<file path="src/rtl/sr_ontime_limiter.sv">
module sr_ontime_limiter #(
  parameter int CNT_W = 16
) (
  input  logic             clk,
  input  logic             rst_n,
  input  logic             pwm_in,
  input  logic [CNT_W-1:0] limit,
  output logic             pwm_out
);

  logic             s1, s2, lvl_d;
  logic             running;
  logic [CNT_W-1:0] cnt, lim_q;
  logic             rise, fall, match, clr;

  assign rise  = s2 & ~lvl_d;
  assign fall  = ~s2 & lvl_d;
  assign match = running && (lim_q != '0) && (cnt == lim_q);
  assign clr   = fall | match;

  always_ff @(posedge clk) begin
    if (!rst_n) begin
      s1    <= pwm_in;
      s2    <= pwm_in;
      lvl_d <= pwm_in;
    end else begin
      s1    <= pwm_in;
      s2    <= s1;
      lvl_d <= s2;
    end
  end

  always_ff @(posedge clk) begin
    if (!rst_n) begin
      running <= 1'b0;
      cnt     <= '0;
      lim_q   <= '0;
    end else if (rise) begin
      running <= (limit != '0);
      cnt     <= CNT_W'(1);
      lim_q   <= limit;
    end else if (clr) begin
      running <= 1'b0;
    end else if (running) begin
      cnt <= cnt + CNT_W'(1);
    end
  end

  always_ff @(posedge clk) begin
    if (!rst_n)    pwm_out <= 1'b0;
    else if (rise) pwm_out <= 1'b1;
    else if (clr)  pwm_out <= 1'b0;
  end

  a_r1_set_on_rise: assert property (@(posedge clk) disable iff (!rst_n)
    rise |=> pwm_out);
  a_r1_no_other_set: assert property (@(posedge clk) disable iff (!rst_n)
    $rose(pwm_out) |-> $past(rise));
  a_r2_fall_clears: assert property (@(posedge clk) disable iff (!rst_n)
    fall |=> !pwm_out);
  a_r3_match_truncates: assert property (@(posedge clk) disable iff (!rst_n)
    (match && !rise) |=> !pwm_out);
  a_r4_single_match: assert property (@(posedge clk) disable iff (!rst_n)
    match |=> !match);
  a_r7_reset_low: assert property (@(posedge clk)
    $rose(rst_n) |-> !pwm_out);

endmodule

</file>
<file path="config.mk">
export PLATFORM = sky130hd
export DESIGN_NAME = sr_ontime_limiter
export DESIGN_NICKNAME = d
export VERILOG_FILES = /design/src/rtl/sr_ontime_limiter.sv
export SDC_FILE = /design/constraint.sdc
export NUM_CORES = 1
export LEC_CHECK = 0
export ABC_AREA = 1
export CAP_MARGIN = 15
export CORE_UTILIZATION = 50
export DETAILED_ROUTE_END_ITERATION = 6
export GPL_TIMING_DRIVEN = 0
export PLACE_DENSITY = 0.71
export SETUP_SLACK_MARGIN = 0.05
export SLEW_MARGIN = 15
export SYNTH_ARGS = -nofsm -noshare
export SYNTH_HDL_FRONTEND = slang
export SYNTH_SLANG_ARGS = --single-unit
</file>
<file path="constraint.sdc">
create_clock -name clk -period 4 [get_ports clk]
set_input_delay 1 -clock clk [delete_from_list [all_inputs] [get_ports clk]]
set_output_delay 1 -clock clk [all_outputs]
set_load 0.03 [all_outputs]
</file>
==> results by stage <==
Placement:
- In this run the tool buffered the top-level ports with 19 buffer cells.
- The sum of net half-perimeters after detailed placement is ~3700 µm.
- At the end of routability-driven placement, the weighted congestion stood at just under 0.9.

STA:
- Measured against its own limit, the worst slew margin works out to a little under three fifths.
- The transition time at the pin with the least slew margin is ~640 ps.
- The max-slew violation total from the final report came to 0.
- The number of hold violations in the final report is 0.
- The routed design could run at a clock period as short as roughly 2300 ps.
- Setup repair after global routing left no endpoint under its margin.
- Static timing analysis puts the maximum clock frequency at approximately 430 MHz.
- After layout, the worst path uses slightly below 60% of the clock period.
- After routing, the total negative slack on setup checks comes to 0 ps.
- The worst hold slack across all endpoints is 433 ps.
- Setup violations remaining at the end of the flow were counted as 0.
- For the final database, setup skew stands at about 4.6 ps.

Layout:
- Cells with a size suffix above 1 make up just under 8% of the layout.
- In the final design database the tool counted 350 nets.
- 0 antenna diodes ended up in the layout.
- From synthesis to final layout, the design area changed by 16.8%.
- The utilization after layout is a little over three fifths.

Clocking:
- The clock reaches the later pin of the worst-skew pair after 290 ps.
- The TritonCTS clock tree is yes.
- The clock sink total is 37.
- The hold-fix buffer count after cts is 0.
- The number of buffers inserted by post-CTS setup repair is 0.
- The quantity of gates resized following cts is 0.
- The number of clock buffers added by TritonCTS is 5.
- Clock-pin slew was measured on the worst setup and hold paths at 80 ps.
- The longest clock path from root to sink contains 2 buffers.
- In this run the number of H-tree levels came out at 2.
- The tree is rooted in a sky130_fd_sc_hd__clkbuf_8.

Global route:
- The busiest layer in global routing is met2.
- The global routing usage on met1 is a little under a third.
- The first global-routing pass estimated a little under 8000 µm of wire.
- The via count of the first global-routing pass was 1735.
- The total routing resource utilization after global routing is 24.2%.
- The total global routing overflow is 0.
- The met2 track demand over resource in global routing is between 40% and 50%.
- Global routing consumed, on the met3 layer, under 10% of the routing resources.
- The number of antenna violations at the first check in global routing was 0.
- The largest net degree at the start of global routing is 13.

Worst setup path:
- The required time at the worst-slack endpoint is around 3000 ps.
- In this run the worst path has a maximum fanout of 2.
- Traced cell by cell, the critical path runs through clkdlybuf4s50_1.
- The total stage count of the critical path is 1.
- The endpoint of the worst register-to-register path is cnt[4]$_SDFFE_PP0P_.
- The biggest cell delay along the critical path is around 670 ps.
- The count of cells along the worst register-to-register path is 12.
- By startpoint and endpoint, the worst setup path is classified as register to primary output.
- The setup check on the worst reg-to-reg path leaves a slack of roughly 2300 ps.
- STA classifies the critical path startpoint as a register.
- The capturing instance or port of the critical path is pwm_out.
- The cell family contributing the most delay on the critical path is buffers and inverters.
- The origin of the critical flop-to-flop path is cnt[11]$_SDFFE_PP0P_.
- The buffering stage count on the worst path with inverters included is 1.
- The launch point of the critical path is pwm_out$_SDFFE_PN0P_.
- For this design, the slowest cell found on the critical path is sky130_fd_sc_hd__clkdlybuf4s50_1.
- The endpoint kind of the worst setup timing path is a primary output.
- For the worst setup path, the data arrival time is ~1300 ps.

Route:
- In the final routed layout, each cell accounts on average for roughly 12 µm.
- For this block, the initial DRC count from the detailed router was around 130.
- The DRC violations left is 0.
- The routed layout has 1878 vias.
- The remaining antenna violation count is 0.
- The number of detailed-routing iterations run before antenna repair is 4.
- The total wirelength of the detailed-routed design is around 4500 µm.
- The detail-routed via count per cell is about 5.

Synthesis:
- A synthesized cell averages 6.59 µm².
- The share of the Yosys chip area taken by registers is about 37%.
- The cell area that synthesis handed to floorplanning was approximately 2000 µm².
- Counting distinct cell types in the post-synthesis netlist gives 22.
- Counting every instance in the synthesized netlist gives slightly above 300.
- Counting every net in the synthesized netlist gives roughly 320.
- The Yosys warning count is 0.
- After synthesis the netlist holds a flip-flop and latch count of 37.

Status:
- The run finished with clean final reports.

Floorplan:
- Once the floorplan was initialized, standard cells occupied between 50% and 60% of the core.
- The die covers ~4300 µm².
- Measured along the y axis, the die boundary spans between 60 and 70 µm.
- The width of the die is 65.3 µm.
- The core region area is roughly 3700 µm².
- The floorplan has 22 rows.
- The boundary pin count is 20.

Hold path:
- The hold path depth is 2.
- The path type of the worst min-delay path is register to register.

Power and ir drop:
- For this design the ratio of total power to cell area is 335 nW/µm².
- After layout, the design draws a total of about 0.8 mW.
- The leakage power figure is 0.892 nW.
- The worst-case IR drop observed on VDD is between 200 and 250 µV.

Flow run:
- Across the run, the number of max-cap violations was 0.
==> per-stage QoR <==
step                setup WS (ps)  cell area (µm²)  cells
floorplan                    2240             2000    304
global placement             1580             2250    371
detailed placement           1570             2250    371
CTS                          1680             2340    379
global route                 1660             2340    379
finish                       1690             2340    379
==> registers in the layout, summed over array words and instances (netlist names) <==
name,cells
pwm_out,1
cnt,16
running,1
lvl_d,1
lim_q,16
s1,1
s2,1
==> how the worst min path moves through the flow <==
stage | from | endpoint
after floorplan | s1$_DFF_P_ | s2$_DFF_P_
after global placement | s1$_DFF_P_ | s2$_DFF_P_
after detailed placement | s1$_DFF_P_ | s2$_DFF_P_
after CTS | s1$_DFF_P_ | s2$_DFF_P_
after global routing | s1$_DFF_P_ | s2$_DFF_P_
final | s1$_DFF_P_ | s2$_DFF_P_
==> area by class of cell <==
| type | count | area, µm² |
|---|---|---|
| fillers | 376 | 1400 |
| multi-input cells | 223 | 1080 |
| flip-flops and latches | 37 | 741 |
| repair buffers | 19 | 190 |
| inverters | 36 | 135 |
| clock buffers | 5 | 68.8 |
| well taps | 48 | 60.1 |
| plain buffers | 8 | 48.8 |
| clock inverters | 3 | 17.5 |
==> layer usage <==
layer | up-vias | part of all wire, %
met5 | - | 0
met4 | 0 | 1.3
met3 | 7 | 3.4
met2 | 36 | 47
met1 | 816 | 48
li1 | 1019 | -
==> kinds of logic after synthesis <==
logic type | synth area share (%)
and+or+nand+nor | 33.0
AOI/OAI and AO/OA | 14.2
DFF | 37.0
xor gates and xnor gates | 6.12
buffers and inverters | 9.18
adders and majority gates | 0.624
==> cell usage in the layout, fill, tap and decap left out, types with 7 or more instances in the layout <==
cell / instances
sky130_fd_sc_hd__a21oi_1: 23
sky130_fd_sc_hd__a21oi_2: 9
sky130_fd_sc_hd__clkdlybuf4s50_1: 19
sky130_fd_sc_hd__dfxtp_1: 37
sky130_fd_sc_hd__inv_1: 32
sky130_fd_sc_hd__nand2_1: 98
sky130_fd_sc_hd__nand3_1: 13
sky130_fd_sc_hd__nor2_1: 29
sky130_fd_sc_hd__nor3_1: 7
sky130_fd_sc_hd__o21ai_0: 18
sky130_fd_sc_hd__xor2_1: 14
==> Yosys cell counts <==
library cell,number,area [µm²]
sky130_fd_sc_hd__nand2_1,98,368
sky130_fd_sc_hd__xor2_1,14,123
sky130_fd_sc_hd__buf_6,1,11.3
sky130_fd_sc_hd__inv_1,32,120
sky130_fd_sc_hd__nor2_1,29,109
sky130_fd_sc_hd__buf_8,1,15.0
sky130_fd_sc_hd__clkbuf_1,5,18.8
sky130_fd_sc_hd__nand3_1,13,65.1
sky130_fd_sc_hd__ha_1,1,12.5
sky130_fd_sc_hd__or2_1,2,12.5
sky130_fd_sc_hd__nand4_1,2,12.5
sky130_fd_sc_hd__a21oi_1,23,115
sky130_fd_sc_hd__nor3_1,7,35.0
sky130_fd_sc_hd__nor2_2,1,6.26
sky130_fd_sc_hd__nand3_4,1,17.5
sky130_fd_sc_hd__dfxtp_1,37,741
sky130_fd_sc_hd__buf_1,1,3.75
sky130_fd_sc_hd__nor4_1,4,25.0
sky130_fd_sc_hd__o21ai_0,18,90.1
sky130_fd_sc_hd__nand3_2,1,10.0
sky130_fd_sc_hd__a21oi_2,9,78.8
sky130_fd_sc_hd__inv_2,4,15.0
==> worst register-to-register path: stages, from the launching register on <==
cell                      delay, ps
sky130_fd_sc_hd__dfxtp_1        430
sky130_fd_sc_hd__inv_1          110
sky130_fd_sc_hd__nand2_1         70
sky130_fd_sc_hd__nand2_1         70
sky130_fd_sc_hd__nor2_1          80
sky130_fd_sc_hd__nand2_1         60
sky130_fd_sc_hd__nor2_1         130
sky130_fd_sc_hd__nand3_2        150
sky130_fd_sc_hd__nand3_4        150
sky130_fd_sc_hd__inv_2           90
sky130_fd_sc_hd__buf_6          140
sky130_fd_sc_hd__nand2_1         80
sky130_fd_sc_hd__a21oi_2         50
==> power breakdown <==
group	switching, mW	internal, mW
clock	0.136	0.120
combinational	0.0714	0.0526
sequential	0.0156	0.388
Power figures use the tool's default switching activity.
